`config.mk`:
```
export PLATFORM = sky130hd
export DESIGN_NAME = supertile_addr_map
export DESIGN_NICKNAME = d
export VERILOG_FILES = /design/src/rtl/supertile_map_pkg.sv /design/src/rtl/st_local_swizzle.sv /design/src/rtl/st_surface_index.sv /design/src/rtl/st_byte_offset.sv /design/src/rtl/supertile_addr_map.sv
export SDC_FILE = /design/constraint.sdc
export NUM_CORES = 1
export LEC_CHECK = 0
export BUFFER_PORTS_ARGS = -buffer_cell sky130_fd_sc_hd__buf_4
export CORE_ASPECT_RATIO = 0.75
export CORE_MARGIN = 4
export CORE_UTILIZATION = 30
export DETAILED_ROUTE_END_ITERATION = 12
export GPL_TIMING_DRIVEN = 0
export PLACE_DENSITY = 0.49
export SYNTH_ARGS = -nofsm -noshare
export SYNTH_HDL_FRONTEND = slang
export SYNTH_SLANG_ARGS = --single-unit
```
`constraint.sdc`:
```
create_clock -name clk -period 1 [get_ports clk]
set_input_delay 0.05 -clock clk [delete_from_list [all_inputs] [get_ports clk]]
set_output_delay 0.05 -clock clk [all_outputs]
set_load 0.005 [all_outputs]
```
`src/rtl/supertile_map_pkg.sv`:
```
package supertile_map_pkg;
  localparam int TILE_LOG      = 2;                     // 4x4 pixel tile
  localparam int TILE_PIX_LOG  = 2 * TILE_LOG;          // 16 pixels
  localparam int GRP_TW_LOG    = 1;                     // group 2 tiles wide
  localparam int GRP_TH_LOG    = 2;                     // group 4 tiles tall
  localparam int ST_LOG        = 6;                     // 64x64 super-tile
  localparam int ST_PIX_LOG    = 2 * ST_LOG;            // 4096 pixels
  localparam int GRP_X_LOG     = ST_LOG - TILE_LOG - GRP_TW_LOG; // 8 groups across
  localparam int GRP_Y_LOG     = ST_LOG - TILE_LOG - GRP_TH_LOG; // 4 groups down

  typedef enum logic [1:0] {
    PIX_1B  = 2'd0,
    PIX_2B  = 2'd1,
    PIX_4B  = 2'd2,
    PIX_4BX = 2'd3
  } pix_size_e;
endpackage

```
`src/rtl/st_local_swizzle.sv`:
```
module st_local_swizzle
  import supertile_map_pkg::*;
(
  input  logic [ST_LOG-1:0]     lx,
  input  logic [ST_LOG-1:0]     ly,
  output logic [ST_PIX_LOG-1:0] local_idx
);
  logic [TILE_LOG-1:0]   pix_col, pix_row;
  logic [GRP_TW_LOG-1:0] tile_col;
  logic [GRP_TH_LOG-1:0] tile_row;
  logic [GRP_X_LOG-1:0]  grp_col;
  logic [GRP_Y_LOG-1:0]  grp_row;

  always_comb begin
    pix_col  = lx[TILE_LOG-1:0];
    pix_row  = ly[TILE_LOG-1:0];
    tile_col = lx[TILE_LOG +: GRP_TW_LOG];
    tile_row = ly[TILE_LOG +: GRP_TH_LOG];
    grp_col  = lx[TILE_LOG+GRP_TW_LOG +: GRP_X_LOG];
    grp_row  = ly[TILE_LOG+GRP_TH_LOG +: GRP_Y_LOG];
    // most significant: group row, group col, tile row, tile col, pixel row, pixel col
    local_idx = {grp_row, grp_col, tile_row, tile_col, pix_row, pix_col};
  end
endmodule

```
`src/rtl/st_surface_index.sv`:
```
module st_surface_index
  import supertile_map_pkg::*;
#(
  parameter int X_W   = 16,
  parameter int Y_W   = 16,
  parameter int WST_W = 8,
  localparam int ST_W  = Y_W - ST_LOG + WST_W + 1,
  localparam int IDX_W = ST_W + ST_PIX_LOG
)(
  input  logic [X_W-ST_LOG-1:0] st_col,
  input  logic [Y_W-ST_LOG-1:0] st_row,
  input  logic [WST_W-1:0]      width_st,
  input  logic [ST_PIX_LOG-1:0] local_idx,
  output logic [IDX_W-1:0]      lin_idx
);
  logic [ST_W-1:0] st_idx;

  always_comb begin
    st_idx  = ST_W'(st_row) * ST_W'(width_st) + ST_W'(st_col);
    lin_idx = {st_idx, local_idx};
  end
endmodule

```
`src/rtl/st_byte_offset.sv`:
```
module st_byte_offset
  import supertile_map_pkg::*;
#(
  parameter int IDX_W  = 31,
  parameter int ADDR_W = 32,
  localparam int OFF_W = IDX_W + 2
)(
  input  logic [IDX_W-1:0]  lin_idx,
  input  logic [1:0]        bpp_code,
  input  logic              split_en,
  input  logic [ADDR_W-1:0] base0,
  input  logic [ADDR_W-1:0] base1,
  output logic [ADDR_W-1:0] addr,
  output logic              region
);
  logic [IDX_W-1:0] split_idx, pick_idx;
  logic [1:0]       sh;
  logic [OFF_W-1:0] off;

  always_comb begin
    // drop the tile parity bit: tile index halves, in-tile position stays
    split_idx = {1'b0, lin_idx[IDX_W-1:TILE_PIX_LOG+1], lin_idx[TILE_PIX_LOG-1:0]};
    region    = split_en & lin_idx[TILE_PIX_LOG];
    pick_idx  = split_en ? split_idx : lin_idx;
    unique case (pix_size_e'(bpp_code))
      PIX_1B:  sh = 2'd0;
      PIX_2B:  sh = 2'd1;
      default: sh = 2'd2;
    endcase
    off  = OFF_W'(pick_idx) << sh;
    addr = (region ? base1 : base0) + ADDR_W'(off);
  end
endmodule

```
`src/rtl/supertile_addr_map.sv`:
```
module supertile_addr_map
  import supertile_map_pkg::*;
#(
  parameter int X_W    = 16,
  parameter int Y_W    = 16,
  parameter int WST_W  = 8,
  parameter int ADDR_W = 32
)(
  input  logic              clk,
  input  logic              rst_n,
  input  logic              in_valid,
  input  logic [X_W-1:0]    in_x,
  input  logic [Y_W-1:0]    in_y,
  input  logic [ADDR_W-1:0] surf_base0,
  input  logic [ADDR_W-1:0] surf_base1,
  input  logic [WST_W-1:0]  surf_width,
  input  logic [1:0]        bpp_code,
  input  logic              split_en,
  output logic              out_valid,
  output logic [ADDR_W-1:0] out_addr,
  output logic              out_region
);
  localparam int ST_W  = Y_W - ST_LOG + WST_W + 1;
  localparam int IDX_W = ST_W + ST_PIX_LOG;

  logic [ST_PIX_LOG-1:0] local_idx;
  logic [IDX_W-1:0]      lin_idx;
  logic [ADDR_W-1:0]     addr_d, addr_q;
  logic                  region_d, region_q, valid_q;
  logic [ADDR_W-1:0]     addr_nx;
  logic                  region_nx;
  logic                  load_en;

  st_local_swizzle u_swz (
    .lx        (in_x[ST_LOG-1:0]),
    .ly        (in_y[ST_LOG-1:0]),
    .local_idx (local_idx)
  );

  st_surface_index #(.X_W(X_W), .Y_W(Y_W), .WST_W(WST_W)) u_sidx (
    .st_col    (in_x[X_W-1:ST_LOG]),
    .st_row    (in_y[Y_W-1:ST_LOG]),
    .width_st  (surf_width),
    .local_idx (local_idx),
    .lin_idx   (lin_idx)
  );

  st_byte_offset #(.IDX_W(IDX_W), .ADDR_W(ADDR_W)) u_off (
    .lin_idx  (lin_idx),
    .bpp_code (bpp_code),
    .split_en (split_en),
    .base0    (surf_base0),
    .base1    (surf_base1),
    .addr     (addr_d),
    .region   (region_d)
  );

  // next-state
  always_comb begin
    load_en   = in_valid;
    addr_nx   = load_en ? addr_d   : addr_q;
    region_nx = load_en ? region_d : region_q;
  end

  // registers
  always_ff @(posedge clk or negedge rst_n) begin
    if (!rst_n) begin
      valid_q  <= 1'b0;
      addr_q   <= '0;
      region_q <= 1'b0;
    end else begin
      valid_q  <= in_valid;
      addr_q   <= addr_nx;
      region_q <= region_nx;
    end
  end

  assign out_valid  = valid_q;
  assign out_addr   = addr_q;
  assign out_region = region_q;
endmodule

```
==> results of run 1 <==
## metal layers
layer / vias to the layer above / wire length [um] / global-route usage
li1: 3299 / - / -
met1: 3309 / 11500 / 0.261
met2: 167 / 9820 / 0.264
met3: 18 / 1190 / 0.0291
met4: 0 / 169 / 0.0147
met5: - / 0 / 0
## worst max-delay path, cell delays in order
cell,delay [ps]
buf_12,90
nand2_4,50
fa_1,500
fa_1,520
inv_1,50
fa_1,530
inv_1,50
fa_1,490
inv_2,40
ha_4,210
a211o_1,330
or3_4,370
o221ai_4,190
nand2_2,110
a221o_1,370
xor2_1,150
mux2_4,280
buf_6,120
mux2i_1,120
mux2i_1,110
ha_1,350
a21boi_2,160
o31a_1,230
nor4_2,60
a311oi_2,260
xor2_1,160
a21oi_1,70
## power groups by stage
| stage | Clock [mW] | Sequential [mW] | Combinational [mW] |
|---|---|---|---|
| 6_report | 1.58 | 2.36 | 33.5 |
| 5_1_grt | 1.71 | 2.43 | 36.2 |
| 4_1_cts | 1.62 | 2.36 | 31.0 |
| 3_5_place_dp | 0 | 2.38 | 21.5 |
| 3_3_place_gp | 0 | 2.37 | 21.5 |
| 2_1_floorplan | 0 | 2.38 | 16.2 |
## per-stage QoR
step           setup TNS [ps]   util  setup WS [ps]  power (mW)  instances
6_report               -88870  0.475          -4880        37.4       1366
5_1_grt                -93460  0.475          -5120        40.3       1366
4_1_cts                -86900  0.464          -4860        35.0       1357
3_5_place_dp          -101970  0.384          -5480        23.8       1267
3_3_place_gp          -101940  0.384          -5490        23.9       1267
2_1_floorplan          -86010      -          -4760        18.6        827
## worst max path at each step
stage | from | to | slack, ps | cells past startpoint
after CTS | in_y[7] | out_addr[31] | -4860 | 27
after global routing | surf_width[3] | out_addr[31] | -5120 | 26
after detailed placement | surf_width[5] | out_addr[31] | -5480 | 27
after global placement | surf_width[5] | out_addr[31] | -5490 | 27
after floorplan | surf_width[1] | out_addr[31] | -4760 | 27
final | in_y[7] | out_addr[31] | -4880 | 27
## layout by cell type, fill, tap and decap left out, drive strengths merged, types with 33 or more instances in the layout
cell / count
buf: 236
nand2: 85
o21ai: 33
inv: 97
fa: 59
a21oi: 71
ha: 76
dfrtp: 34
mux2i: 34
and2: 58
mux2: 61
nor2: 38
## synthesized netlist by cell type (5+ instances only)
cell and n:
a21o_1 26, o21ai_0 28, nor2_1 38, a31oi_1 5, and2_1 57, mux2_2 61, xnor2_1 21, dfrtp_1 34
o211ai_1 5, a21oi_1 71, fa_1 59, xor2_1 18, clkbuf_1 18, ha_1 76, mux2i_1 34, buf_1 5
inv_1 97, nand3_1 7, nor3_1 7, a211oi_1 7, nand2_1 84, o21ai_1 5
## sequential cells by signal (all words and copies together), names as in the netlist
register	flops
out_region	1
out_valid	1
out_addr	32
## cell families after synthesis
kind of cell	count (synthesis)
simple gates	220
flops	34
mux	95
compound gates	181
fa+ha+maj	135
xor+xnor	39
buf+inv	123
## cell type report
cell class	count	area (um2)
plain buffers	26	378
clock buffers	7	143
clock inverters	1	5.00
fillers	2287	12100
inverters	97	364
multi-input cells	670	6850
flip-flops and latches	34	851
well taps	300	375
repair buffers	231	1990
## timing repair
item / in CTS / in global routing
resized for setup: 217 / 50
setup endpoints to repair: 32 / 33
buffers inserted: 80 / 19
endpoints found under the hold margin: 35 / 0
hold buffers: 2 / 0
pin swaps: 108 / 48
==> reports/metrics.csv, run 1 <==
stage;metric;value;unit
placement;Placed Area;0.00885;mm2
drt;DR iter-0 viols;391;
clock_network;clock tree buffer depth;2;
clock_network;Sink Count;34;
timing;RSZ-0062 raised after global routing;true;
critical_path;reg2reg setup slack;190;ps
yosys;syn_area_per_cell;8.52;um2
yosys;Synth Cell Area;0.00705;mm2
job;Max Cap Viol;0;
die;die area;0.0260;mm2
critical_path;crit path DAT;6040;ps
timing;Final period util;5.88;
run_status;violated checks;negative setup slack;
layout;Area Growth Syn to Fin;55.5;%
drt;Post-Route WL;22.7;mm
drt;TritonRoute pass-1 iters;5;
critical_path;CP Max Fanout;4;
layout;ANT cells;0;
yosys;post-synthesis adder-cell area fraction;0.303;
yosys;area share of the largest cell type after synthesis;0.168;
power;total power divided by cell area;3410;mW/mm2
min_path;worst hold start;bpp_code[1];
min_path;Hold EP;out_addr[31];
timing;min cycle time layout;5880;ps
clock_network;TritonCTS buffer count;5;
critical_path;Worst setup EP type;register;
placement;port bufs;140;
yosys;register area share after synthesis;0.121;
timing;worst hold margin;159;ps
yosys;Area contributors post-synth;fa_1 (17%), ha_1 (13%), dfrtp_1 (12%);
yosys;Yosys top cell by area;fa_1;
critical_path;Crit path required time;1160;ps
yosys;Synth Warn #;0;
power;Max IR drop VDD;1.83;mV
yosys;Synth Area in Compound Gates;0.162;
yosys;Net Count, Synth;1072;
die;Die Y;141;um
drt;drt wl/cell;16.6;um
clock_network;Worst-path clk slew;60;ps
yosys;mux cell area share after synthesis;0.146;
drt;drc violations;0;
yosys;simple-gate share of the synthesized area;0.152;
die;total core area;0.0231;mm2
drt;vias per inst;4.97;
timing;Fmax;170;MHz
yosys;Cell variety after synth;63;
power;P_int;20.4;mW
layout;nets@finish;1310;
yosys;main combinational cell family by area after synthesis;adder cells;
yosys;most used flip-flop cell after synthesis;dfrtp_1;
critical_path;R2R cell count;2;
clock_network;CTS tree;yes;
yosys;cell count after synthesis;827;
global_routing;initial antenna violation count;0;
power;clock share of power;0.042;
drt;DR vias;6793;
die;Chip Width;185;um
critical_path;CP Class;primary input to register;
yosys;xor/xnor cell area share of the yosys netlist;0.0485;
power;Seq pwr share;0.063;
power;Comb pwr share;0.894;
clock_network;CTS H-tree depth;2;
global_routing;first-pass GRT wire length;36.2;mm
global_routing;vias in the first global route;6974;
timing;Slew Viols, Final;0;
run_status;status;complete, but fails checks;
drt;DRT antenna net count;0;
power;LEAKAGE;5.21;nW
layout;layout cell share with drive strength beyond 1;0.462;
power;Psw;17.0;mW
layout;post-route cell area;0.0110;mm2
critical_path;Reg-to-Reg Start;out_addr[11];
min_path;hold depth;4;
critical_path;reg-to-reg endpoint;out_addr[11];
clock_network;CTS root buf;clkbuf_16;
power;Switching Fraction;0.455;
timing;worst-margin pin slew;846;ps
global_routing;largest net degree at the start of global routing;35;
timing;post-route worst setup slack;-4880;ps
global_routing;All-Layer GR Usage;0.171;
timing;Setup Skew;0;ps
placement;hpwl dp;17.6;mm
yosys;Post-synth EDFFs;0;
critical_path;CP startpoint kind;primary input;
global_routing;gr ovfl total;0;
min_path;Hold WC Path Type;primary input to register;
clock_network;clock latency on the worst-skew pair;280;ps
timing;setup violators final;32;
placement;RePlAce Congestion;0.833;
die;Initial Util;0.306;
timing;Fin. Hold Viols;0;
yosys;FFs w/ async S/R, synth;1.00;
die;# rows;48;
timing;Slew headroom;0.436;
yosys;#FFs+latches synth;34;
die;IO Count;144;
Note: power is estimated with default switching activity, not from simulation.
==> run 2: changes to the inputs <==
- PLACE_DENSITY: 0.49 -> not set
- PLACE_DENSITY_LB_ADDON: not set -> 0.25
==> reports/metrics.csv, run 2 (synthesis results as in run 1) <==
stage;metric;value;unit
die;total core area;0.0231;mm2
drt;drc violations;0;
timing;Setup Skew;0;ps
critical_path;CP Max Fanout;6;
critical_path;critical path's largest stage delay;530;ps
clock_network;CTS tree;yes;
die;# rows;48;
critical_path;CP startpoint kind;primary input;
timing;setup violators final;32;
drt;TritonRoute pass-1 iters;5;
placement;pre-CTS setup slack;-5460;ps
run_status;violated checks;negative setup slack;
power;Switching Fraction;0.455;
layout;layout cell share with drive strength beyond 1;0.466;
job;Max Cap Viol;0;
timing;min cycle time layout;5840;ps
drt;Post-Route WL;21.7;mm
drt;drt wl/cell;15.9;um
critical_path;crit path DAT;6000;ps
die;Die Y;141;um
drt;DRT antenna net count;0;
power;total power divided by cell area;3500;mW/mm2
timing;Slew headroom;0.490;
critical_path;Worst setup EP type;register;
timing;Fin. Hold Viols;0;
timing;RSZ-0062 raised after global routing;true;
drt;DR iter-0 viols;358;
critical_path;crit path launch;surf_width[6];
power;LEAKAGE;5.13;nW
clock_network;Worst-path clk slew;60;ps
layout;nets@finish;1304;
timing;Final period util;5.84;
min_path;Hold WC Path Type;primary input to register;
clock_network;clock latency on the worst-skew pair;280;ps
timing;Fmax;171;MHz
global_routing;All-Layer GR Usage;0.164;
critical_path;slowest CP cell;fa_1;
die;die area;0.0260;mm2
global_routing;gr ovfl total;0;
critical_path;Crit path required time;1160;ps
timing;post-route worst setup slack;-4840;ps
power;Psw;17.2;mW
clock_network;clock tree buffer depth;2;
placement;hpwl dp;17.0;mm
critical_path;CP Class;primary input to register;
power;clock share of power;0.041;
power;Comb pwr share;0.897;
timing;setup TNS;-86660;ps
power;Max IR drop VDD;2.24;mV
placement;RePlAce Congestion;0.844;
drt;DR vias;6679;
timing;Slew Viols, Final;0;
timing;worst hold margin;180;ps
clock_network;Sink Count;34;
die;IO Count;144;
power;P_int;20.7;mW
global_routing;vias in the first global route;6818;
critical_path;Reg-to-Reg Start;out_addr[11];
layout;commonest non-fill, non-tap cell in the layout;buf_4;
placement;port bufs;140;
layout;Final Util;0.469;
die;Initial Util;0.306;
layout;ANT cells;0;
layout;commonest cells after routing, fill and taps aside;buf_4 (189), inv_1 (87), nand2_1 (70);
critical_path;crit-path most repeated cell;fa_1;
die;Chip Width;185;um
global_routing;first-pass GRT wire length;34.9;mm
clock_network;CTS H-tree depth;2;
global_routing;largest net degree at the start of global routing;35;
drt;vias per inst;4.91;
clock_network;TritonCTS buffer count;5;
run_status;status;complete, but fails checks;
layout;max reg flops;32;
clock_network;CTS root buf;clkbuf_16;
power;Seq pwr share;0.062;
timing;worst-margin pin slew;764;ps
min_path;worst hold start;in_valid;
layout;Area Growth Syn to Fin;53.5;%
layout;Fillers;2236;
global_routing;initial antenna violation count;0;
## run 2: cell count changes in the layout (fill, tap and decap cells not counted), moves of 4 or more
cell / change
buf_6: -5
ha_4: -4
xnor2_2: -4
mux2i_1: +4
a21oi_2: +5
xnor2_1: +4
mux2i_2: -5
ha_2: +4
## run 2: repair_timing
action | CTS | global route
endpoints found under the setup margin | 32 | 33
hold buffers | 2 | 0
setup buffers | 60 | 24
resized for setup | 166 | 92
endpoints found under the hold margin | 35 | 0
pin swaps | 76 | 69
cloned | 0 | 0
## run 2: per-layer routing
metal,track usage,vias up,part of all wire
met5,0,-,0
met4,0.0124,0,0.0047
met3,0.0227,8,0.051
met2,0.258,143,0.45
met1,0.249,3254,0.50
li1,-,3274,-
## run 2: path summary, 6_finish.rpt
| path | to | slack (ps) | cells after the start |
|---|---|---|---|
| worst max-delay path | out_addr[31] | -4840 | 27 |
| worst min-delay path | out_addr[26] | 180 | 3 |
| worst max register to register | out_addr[11] | 190 | 2 |
| worst min register to register | out_region | 490 | 2 |
| max in group asynchronous | out_addr[18] | 420 | 2 |
| min in group asynchronous | out_addr[0] | 260 | 2 |
## run 2: through the flow
| stage | total power [mW] | instances | instance area (um2) |
|---|---|---|---|
| 2_1_floorplan | 18.6 | 827 | 7420 |
| 3_3_place_gp | 23.6 | 1267 | 8850 |
| 3_5_place_dp | 23.7 | 1267 | 8850 |
| 4_1_cts | 32.9 | 1336 | 10200 |
| 5_1_grt | 40.9 | 1360 | 10800 |
| 6_report | 37.9 | 1360 | 10800 |
## run 2: final cells by class
| cell class | instances | area (um2) | area share |
|---|---|---|---|
| clock inverter | 3 | 21.3 | 0.00197 |
| multi-input combinational | 670 | 6800 | 0.628 |
| clock buffer | 5 | 125 | 0.0116 |
| inverter | 97 | 364 | 0.0336 |
| buffer | 26 | 369 | 0.0341 |
| sequential | 34 | 851 | 0.0786 |
| tap | 300 | 375 | 0.0347 |
| timing repair buffer | 225 | 1920 | 0.177 |
## run 2: critical path: cells and delay by family
family	cells	cell delay (ps)
fa+ha+maj	6	2620
compound gates	7	1510
simple gates	4	570
mux	3	540
buf+inv	5	370
xor+xnor	2	320
## run 2: power groups by stage
stage | Clock (mW) | Combinational [mW] | Sequential [mW]
2_1_floorplan | 0 | 16.2 | 2.38
3_3_place_gp | 0 | 21.2 | 2.38
3_5_place_dp | 0 | 21.3 | 2.37
4_1_cts | 1.59 | 28.9 | 2.36
5_1_grt | 1.68 | 36.8 | 2.43
6_report | 1.56 | 34.0 | 2.36
